--- src/rtl/pai_pkg.sv ---
package pai_pkg;

    localparam int DIV_W  = 15;
    localparam int RATE_W = 4;
    localparam int BYTE_W = 8;
    localparam int N_ALM  = 3;

    typedef struct packed {
        logic sqwe;
        logic pie;
        logic aie;
        logic uie;
    } irq_en_t;

    typedef struct packed {
        logic pf;
        logic af;
        logic uf;
    } irq_flags_t;

    typedef enum logic [1:0] {
        DIV_RUN  = 2'd0,
        DIV_HOLD = 2'd1,
        DIV_STOP = 2'd2
    } div_mode_e;

    function automatic div_mode_e decode_div(input logic [2:0] code);
        if (code[2:1] == 2'b11)  return DIV_HOLD;
        else if (code == 3'b010) return DIV_RUN;
        else                     return DIV_STOP;
    endfunction

    // chain bit observed for a given rate code (code 0 handled separately)
    function automatic logic [3:0] tap_index(input logic [RATE_W-1:0] rs);
        case (rs)
            4'd1:    return 4'd6;
            4'd2:    return 4'd7;
            default: return rs - 4'd2;
        endcase
    endfunction

    function automatic logic alarm_byte_hit(input logic [BYTE_W-1:0] alm,
                                            input logic [BYTE_W-1:0] cur);
        return (alm[BYTE_W-1:BYTE_W-2] == 2'b11) || (alm == cur);
    endfunction

endpackage

--- src/rtl/pai_divider.sv ---
module pai_divider
    import pai_pkg::*;
#(
    parameter int CHAIN_W = DIV_W
) (
    input  logic              clk,
    input  logic              rst,
    input  logic              osc_tick,
    input  logic [2:0]        div_ctl,
    input  logic [RATE_W-1:0] rate_sel,
    output logic              tap_lvl,
    output logic              tap_rise,
    output logic              sec_tick
);
    localparam int IDX_W = $clog2(CHAIN_W);

    logic [CHAIN_W-1:0] cnt, cnt_next;
    logic [IDX_W-1:0]   tap_idx;
    logic               tap_on;
    logic               sec_q;
    div_mode_e          mode;

    assign mode    = decode_div(div_ctl);
    assign tap_idx = IDX_W'(tap_index(rate_sel));
    assign tap_on  = (rate_sel != '0);

    always_comb begin
        unique case (mode)
            DIV_RUN:  cnt_next = osc_tick ? cnt + CHAIN_W'(1) : cnt;
            DIV_HOLD: cnt_next = '0;
            default:  cnt_next = cnt;
        endcase
    end

    always_ff @(posedge clk) begin
        if (rst) begin
            cnt   <= '0;
            sec_q <= 1'b0;
        end else begin
            cnt   <= cnt_next;
            sec_q <= cnt_next[CHAIN_W-1] & ~cnt[CHAIN_W-1];
        end
    end

    assign tap_lvl  = tap_on & cnt[tap_idx];
    assign tap_rise = tap_on & cnt_next[tap_idx] & ~cnt[tap_idx];
    assign sec_tick = sec_q;

    a_r1_hold_zero: assert property (@(posedge clk) disable iff (rst)
        (div_ctl[2:1] == 2'b11) |=> (cnt == '0));
    a_r1_run_step: assert property (@(posedge clk) disable iff (rst)
        (div_ctl == 3'b010 && osc_tick) |=> (cnt == $past(cnt) + CHAIN_W'(1)));
    a_r1_stop_freeze: assert property (@(posedge clk) disable iff (rst)
        (div_ctl[2:1] != 2'b11 && div_ctl != 3'b010) |=> $stable(cnt));
    a_r10_sec_on_msb: assert property (@(posedge clk) disable iff (rst)
        sec_tick |-> cnt[CHAIN_W-1] && $past(!cnt[CHAIN_W-1]));

endmodule

--- src/rtl/pai_alarm.sv ---
module pai_alarm
    import pai_pkg::*;
(
    input  logic                        clk,
    input  logic                        rst,
    input  logic [N_ALM-1:0][BYTE_W-1:0] cur_time,
    input  logic [N_ALM-1:0][BYTE_W-1:0] alm_time,
    input  logic                        upd,
    output logic                        af_set
);
    logic [N_ALM-1:0] hit;

    for (genvar i = 0; i < N_ALM; i++) begin : g_cmp
        assign hit[i] = alarm_byte_hit(alm_time[i], cur_time[i]);
    end

    assign af_set = upd & (&hit);

    a_r5_all_dc_hits: assert property (@(posedge clk) disable iff (rst)
        (upd && alm_time[0][7:6] == 2'b11 && alm_time[1][7:6] == 2'b11
             && alm_time[2][7:6] == 2'b11) |-> af_set);
    a_r5_needs_strobe: assert property (@(posedge clk) disable iff (rst)
        af_set |-> upd);

endmodule

--- src/rtl/pai_status.sv ---
module pai_status
    import pai_pkg::*;
(
    input  logic              clk,
    input  logic              rst,
    input  logic              en_we,
    input  logic [3:0]        en_wdata,
    input  logic              pf_set,
    input  logic              af_set,
    input  logic              uf_set,
    input  logic              stat_rd,
    output logic [BYTE_W-1:0] stat_byte,
    output logic [3:0]        en_rd,
    output logic              sqwe,
    output logic              irq_n
);
    irq_en_t    en_q;
    irq_flags_t flg_q, flg_d, flg_set;
    logic       irqf;

    assign flg_set = '{pf: pf_set, af: af_set, uf: uf_set};
    assign flg_d   = (flg_q & {3{~stat_rd}}) | flg_set;

    always_ff @(posedge clk) begin
        if (rst) begin
            en_q  <= '0;
            flg_q <= '0;
        end else begin
            if (en_we) en_q <= irq_en_t'(en_wdata);
            flg_q <= flg_d;
        end
    end

    assign irqf = (flg_q.pf & en_q.pie) | (flg_q.af & en_q.aie) | (flg_q.uf & en_q.uie);

    assign stat_byte = {irqf, flg_q.pf, flg_q.af, flg_q.uf, 4'b0000};
    assign en_rd     = en_q;
    assign sqwe      = en_q.sqwe;
    assign irq_n     = ~irqf;

    a_r8_read_clears: assert property (@(posedge clk) disable iff (rst)
        (stat_rd && !uf_set) |=> !flg_q.uf);
    a_r8_set_survives: assert property (@(posedge clk) disable iff (rst)
        uf_set |=> flg_q.uf);
    a_r4_pf_from_tap: assert property (@(posedge clk) disable iff (rst)
        pf_set |=> stat_byte[6]);
    a_r5_af_origin: assert property (@(posedge clk) disable iff (rst)
        $rose(flg_q.af) |-> $past(af_set));
    a_r7_irq_needs_en: assert property (@(posedge clk) disable iff (rst)
        !irq_n |-> (en_q.pie || en_q.aie || en_q.uie));
    a_r9_reset_clear: assert property (@(posedge clk)
        rst |=> (en_q == '0 && flg_q == '0 && irq_n));

endmodule

--- src/rtl/pai_ctrl.sv ---
module pai_ctrl
    import pai_pkg::*;
(
    input  logic              clk,
    input  logic              rst,
    input  logic              osc_tick,
    input  logic [2:0]        div_ctl,
    input  logic [RATE_W-1:0] rate_sel,
    input  logic              en_we,
    input  logic [3:0]        en_wdata,
    input  logic [BYTE_W-1:0] cur_sec,
    input  logic [BYTE_W-1:0] cur_min,
    input  logic [BYTE_W-1:0] cur_hr,
    input  logic [BYTE_W-1:0] alm_sec,
    input  logic [BYTE_W-1:0] alm_min,
    input  logic [BYTE_W-1:0] alm_hr,
    input  logic              upd_done,
    input  logic              stat_rd,
    output logic [BYTE_W-1:0] stat_q,
    output logic [3:0]        en_q,
    output logic              sqw,
    output logic              irq_n,
    output logic              sec_tick
);
    logic tap_lvl, tap_rise, af_set, sqwe;

    pai_divider #(.CHAIN_W(DIV_W)) u_div (
        .clk      (clk),
        .rst      (rst),
        .osc_tick (osc_tick),
        .div_ctl  (div_ctl),
        .rate_sel (rate_sel),
        .tap_lvl  (tap_lvl),
        .tap_rise (tap_rise),
        .sec_tick (sec_tick)
    );

    pai_alarm u_alm (
        .clk      (clk),
        .rst      (rst),
        .cur_time ({cur_hr, cur_min, cur_sec}),
        .alm_time ({alm_hr, alm_min, alm_sec}),
        .upd      (upd_done),
        .af_set   (af_set)
    );

    pai_status u_stat (
        .clk       (clk),
        .rst       (rst),
        .en_we     (en_we),
        .en_wdata  (en_wdata),
        .pf_set    (tap_rise),
        .af_set    (af_set),
        .uf_set    (upd_done),
        .stat_rd   (stat_rd),
        .stat_byte (stat_q),
        .en_rd     (en_q),
        .sqwe      (sqwe),
        .irq_n     (irq_n)
    );

    assign sqw = sqwe & tap_lvl;

    a_r3_sqw_gated: assert property (@(posedge clk) disable iff (rst)
        !en_q[3] |-> !sqw);

endmodule

--- config.mk ---
export PLATFORM = sky130hd
export DESIGN_NAME = pai_ctrl
export DESIGN_NICKNAME = d
export VERILOG_FILES = /design/src/rtl/pai_pkg.sv /design/src/rtl/pai_divider.sv /design/src/rtl/pai_alarm.sv /design/src/rtl/pai_status.sv /design/src/rtl/pai_ctrl.sv
export SDC_FILE = /design/constraint.sdc
export NUM_CORES = 1
export LEC_CHECK = 0
export BUFFER_PORTS_ARGS = -buffer_cell sky130_fd_sc_hd__buf_2
export CORE_ASPECT_RATIO = 0.9
export CORE_MARGIN = 4
export CORE_UTILIZATION = 50
export CTS_BUF_LIST = sky130_fd_sc_hd__clkbuf_8 sky130_fd_sc_hd__clkbuf_16
export CTS_CLUSTER_DIAMETER = 50
export DETAILED_ROUTE_END_ITERATION = 8
export GPL_TIMING_DRIVEN = 0
export PLACE_DENSITY = 0.81
export SYNTH_ARGS = -nofsm -noshare
export SYNTH_HDL_FRONTEND = slang
export SYNTH_HIERARCHICAL = 1
export SYNTH_SLANG_ARGS = --single-unit
--- constraint.sdc ---
create_clock -name clk -period 5.85 [get_ports clk]
set_clock_uncertainty 0.1 [all_clocks]
set_input_delay 0.2925 -clock clk [delete_from_list [all_inputs] [get_ports clk]]
set_output_delay 0.2925 -clock clk [all_outputs]
set_load 0.05 [all_outputs]
# --- Yosys cells after proc, flatten, opt, wreduce, memory -nomap -nowiden ---
# Index checks and enable logic that the tools add are counted.
totals:
  reg_bits: 23
  latch_bits: 0
  ram_bits: 0
  mem_bits_ro: 0
  input_bits: 65
  output_inout_bits: 15
  elab_cells: 55
  mem_count: 0
classes:
  add_sub_neg: 2
  n_mul: 0
  n_div: 0
  n_lt_le_gt_ge: 1
  n_eq_ne: 11
  n_shift: 0
  muxes: 9
  n_bitwise: 17
  reduce_logical: 6
op_table:
  columns: ["operator", "n"]
  rows:
  - ["$pmux 15 s2", 1]
  - ["$eq 8x8->1", 3]
  - ["$add 15x1->15 const B", 1]
  - ["$mux 15", 1]
  - ["$and 1x1->1", 9]
  - ["$bmux 1 s4", 2]
  - ["$eq 2x2->1 const B", 4]
  - ["$pmux 4 s2", 1]
  - ["$lt 4x5->1 const B", 1]
  - ["$eq 4x1->1 const B", 1]
  - ["$eq 4x2->1 const B", 1]
  - ["$mux 2", 2]
  - ["$not 1->1", 4]
  - ["$reduce_bool 4->1", 1]
  - ["$sub 4x2->4 const B", 1]
  - ["$and 3x3->3", 1]
  - ["$eq 3x2->1 const B", 1]
  - ["$logic_or 1x1->1", 3]
  - ["$or 3x3->3", 1]
  - ["$reduce_and 3->1", 1]
  - ["$eq 2x1->1 const B", 1]
  - ["$logic_not 2->1", 1]
  - ["$mux 1", 2]
  - ["$or 1x1->1", 2]

# --- Logic depth before layout (Yosys ltp) ---
logic_depth:
  word_depth: 10
  mapped_depth: 11
  mapped_depth_nobuf: 10

# --- Hierarchy ---
# Netlist, hierarchy kept.
modules_own_cells:
  columns: ["mod", "n_inst", "cells_each", "area_per_inst_um2", "seq_area_each_um2"]
  rows:
  - ["pai_divider", 1, 182, 1350.0, 320.3]
  - ["pai_status", 1, 34, 309.0, 140.1]
  - ["pai_alarm", 1, 34, 285.3, 0.0]
  - ["pai_ctrl", 1, 1, 6.3, 0.0]

# --- Least setup slack after synthesis ---
# OpenSTA, ideal clock, no wires.
synth_path:
  path_type: "register to output"
  from: "reg, netlist name u_stat/en_rd[1]"
  to: "out stat_q[7]"
  arrival_time_ps: 2262
  required_ps: 5458
  path_slack_ps: 3195
  path_stages_with_launch: 4
  n_path_buf: 1
  path_cell_list: "dfxtp_1 -> a222oi_1 -> inv_1 -> buf_4"
synth_between:
  elab_chain_len: 3
synth_rtl:
  columns: ["item", "line_no", "rtl"]
  rows:
  - ["$and 1x1->1", "pai_status.sv:34", "assign irqf = (flg_q.pf & en_q.pie) | (flg_q.af & en_q.aie) | (flg_q.uf & en_q.uie);"]
  - ["$or 1x1->1 (2 in a row)", "pai_status.sv:34", null]
  - ["to (decl)", "pai_ctrl.sv:19", "output logic [BYTE_W-1:0] stat_q,"]
# Every way passes these cells.

# --- Final worst setup path ---
layout_path:
  from: "in rate_sel[1]"
  to: "out sqw"
layout_between:
  elab_chain_len: 6
  elab_cells_between_ends: 9
  classes_between: "add/sub (1); eq/ne (2); mux (3); bitwise (2); reduce/logical (1)"
layout_rtl:
  columns: ["item", "line_no", "rtl"]
  rows:
  - ["from (decl)", "pai_ctrl.sv:8", "input logic [RATE_W-1:0] rate_sel,"]
  - ["$sub 4x2->4, or another cell as far along", "pai_pkg.sv:38", "default: return rs - 4'd2;"]
  - ["$pmux 4 s2", "pai_pkg.sv:35", "case (rs)"]
  - ["$bmux 1 s4", "pai_divider.sv:45", "assign tap_lvl = tap_on & cnt[tap_idx];"]
  - ["$mux 1 (implied by the code)", "pai_divider.sv:45", null]
  - ["$and 1x1->1 (*)", "pai_divider.sv:45", null]
  - ["net tap_lvl", "pai_ctrl.sv:25", "logic tap_lvl, tap_rise, af_set, sqwe;"]
  - ["$and 1x1->1 (*)", "pai_ctrl.sv:62", "assign sqw = sqwe & tap_lvl;"]
  - ["to (decl)", "pai_ctrl.sv:21", "output logic sqw,"]
# The timed path passes the listed nets; every way through them passes the cells marked *. The select of a mux whose other input is x is not followed.

==> out/results.txt <==
outcome = completed
setup repair after global routing missed its margin = false
cell-internal power = 254 µW
Clk Latency, worst-skew pair = 0.26 ns
simple-gate share of the synthesized area = 28.7%
number of max-slew violations in the final report = 0
ports placed on the boundary = 80
length in cells of the worst reg-to-reg path = 10
total of max-cap violations = 0
most used standard cell by instance count after synthesis = xor2_1
number of synthesized flops with an enable pin = 0
Sw Ratio = 32.2%
maximum vdd ir drop = 0.116 mV
critical setup path kind = input port to primary output
H-Tree Level Count = 1
average via count per standard cell = 5.62
TritonCTS clock tree = yes
synth cell count leaders = xor2_1, nor2_1, dfxtp_1, nand2_1, nor3_1
number of remaining DRC errors = 0
Syn Inst Count = 251
Cell Count, Final, Fillers Out = 376
Worst Path Max Fanout = 10
Async S/R FF share, synth = 0%
area of the placeable core = 3730 µm²
hold violation count in the final report = 0
full die area = 4970 µm²
Critical R2R Capture = u_stat/stat_byte[6]
antenna fix cells = 0
Top FF cell, synth = dfxtp_1
parity-gate share of the synthesized area counting xor and xnor cells = 16.1%
CP Data Required Time = 5.46 ns
number of synthesis warnings = 6
Placement Rows = 21
initial standard-cell utilization of the core = 52.3%
share of final-layout standard cells stronger than drive strength 1 = 30.6%
synthesized-area fraction occupied by ao, oa, aoi and oai cells = 18.1%
antenna violations before repair = 0
final setup violation count = 0
Max transition margin = 64.0%
Max Clock Freq = 335 MHz
width of the die = 73.8 µm
die span in y = 67.3 µm
clock tree buffer depth = 2
sequential cell fraction of total power = 43.4%
Synth top area share = 23.6%
DRT Wirelength = 5.13 mm
number of distinct library cells after synthesis = 64
capturing element of the worst setup path = sqw
antenna viol nets, final = 0
startpoint type of the worst setup path = input port
number of gates resized after cts = 0
critical path data arrival time = 2.59 ns
leading area contributor after synthesis = dfxtp_1
via count of the first global-routing pass = 1978
Reg-to-Reg Start = u_div/cnt[0]
number of nets at the end of the flow = 398
routed wirelength normalized by instance count = 13.6 µm
class of the tightest hold or removal check = input port to register
final critical-path required period = 2.98 ns
average cell area after synthesis = 7.77 µm²
gr usage total = 21.6%
final weighted congestion in routability-driven placement = 0.869
setup slack on the worst flop-to-flop path = 3.22 ns
clock net sink count = 23
number of hold buffers added after cts = 0
GRT Residual Overflow = 0
flop and latch count out of synthesis = 23
Initial DRT Pass Iterations = 4
power share of the combinational group = 31.2%
netlist area before placement = 1950 µm²
Worst Tran Pin Value = 0.527 ns
Overall Power = 374 µW
category of the worst setup path capture point = primary output
Hold Crit Depth = 3
switching component of the power = 120 µW
first-pass GRT wire length = 8.57 mm
Layout Area Growth over Synthesis = 24.3%
placed instance count = 372
clock-pin slew on the worst setup and hold paths = 0.08 ns
Final period util = 51.0%
leakage dissipation = 0.00105 µW
number of clock buffers inserted by TritonCTS = 3
combinational family with the most area after synthesis = simple AND/OR/NAND/NOR gates
root buffer cell = clkbuf_8
Setup Fix Bufs, Post-CTS = 0
adder-cell area share of the yosys netlist = 1.28%
detailed router's first-iteration violation count = 185
Post-DP HPWL = 4.21 mm
Post-Route Hold Slack = 0.160 ns
worst setup path start = rate_sel[1]
buffers added on ports = 72
sequential share of the synthesized area = 23.6%
Clk network pwr share = 25.4%
aggregate negative setup slack = 0 ns
synth top area cells = dfxtp_1, xor2_1, nor2_1
DR vias = 2114
final core area utilization = 65.0%
multiplexer area fraction after synthesis = 4.11%
pin count of the biggest net entering global routing = 13
power per cell area = 154 nW/µm²
[layout by cell type, fill, tap and decap left out, drive strengths merged, types with 8 or more instances in the layout]
cell type  count
xor2          30
mux2i          8
clkbuf         8
dfxtp         23
nor4           9
o21ai         10
inv           12
buf           86
nor2          27
nand2         20
a21oi          9
nor3          13
[worst max-delay path, cell delays in order]
cell and delay (ns):
buf_2 0.18, inv_1 0.16, ha_1 0.41, clkbuf_1 0.36
nor3_1 0.09, a21oi_1 0.16, o211ai_1 0.11, a2bb2oi_1 0.23
nor2b_1 0.18, and2_1 0.14, buf_2 0.26
[stage by stage]
| step | cell area, µm² | setup WS [ns] |
|---|---|---|
| 4_1_cts | 2420 | 2.90 |
| 3_3_place_gp | 2380 | 2.92 |
| 6_report | 2420 | 2.87 |
| 3_5_place_dp | 2380 | 2.91 |
| 2_1_floorplan | 1960 | 3.20 |
| 5_1_grt | 2420 | 2.77 |
[cell type report]
class,instances,area (µm²)
Buffer,19,114
Clock buffer,3,41.3
Clock inverter,1,3.75
Fill cell,346,1310
Inverter,11,41.3
Multi-Input combinational cell,201,1350
Sequential cell,23,460
Tap cell,46,57.6
Timing Repair Buffer,72,360
[flip-flops by register name (all words and copies together) (netlist names)]
| name | flops |
|---|---|
| u_div/cnt | 15 |
| u_div/sec_tick | 1 |
| u_stat/stat_byte | 3 |
| u_stat/en_rd | 3 |
| u_stat/sqwe | 1 |
[cell families after synthesis]
logic type,after synthesis
adders and majority gates,2
AOI/OAI and AO/OA,49
xor gates and xnor gates,35
muxes,8
buffers and inverters,30
and+or+nand+nor,103
DFF,23
other,1
[power groups by stage]
stage	registers [µW]	logic [µW]	clock network (µW)
3_3_place_gp	166	114	0
4_1_cts	162	116	99.4
3_5_place_dp	166	116	0
5_1_grt	163	127	106
2_1_floorplan	174	66.8	0
6_report	162	117	94.9
[how the worst min path moves through the flow]
stage | start | endpoint | slack, ns
4_1_cts | upd_done | u_stat/stat_byte[4] | 0.16
5_1_grt | upd_done | u_stat/stat_byte[4] | 0.16
3_5_place_dp | u_stat/stat_byte[6] | u_stat/stat_byte[6] | 0.38
2_1_floorplan | rst | u_stat/stat_byte[4] | 0.26
6_report | upd_done | u_stat/stat_byte[4] | 0.16
3_3_place_gp | u_stat/stat_byte[6] | u_stat/stat_byte[6] | 0.37
[routing by layer]
| metal | vias up | routed length, µm | global-route usage [%] |
|---|---|---|---|
| li1 | 1038 | - | - |
| met1 | 952 | 2150 | 27.2 |
| met2 | 110 | 2490 | 37.6 |
| met3 | 14 | 401 | 2.68 |
| met4 | 0 | 93 | 7.69 |
| met5 | - | 0 | 0 |
No activity file was read; power rests on OpenSTA's default activity.
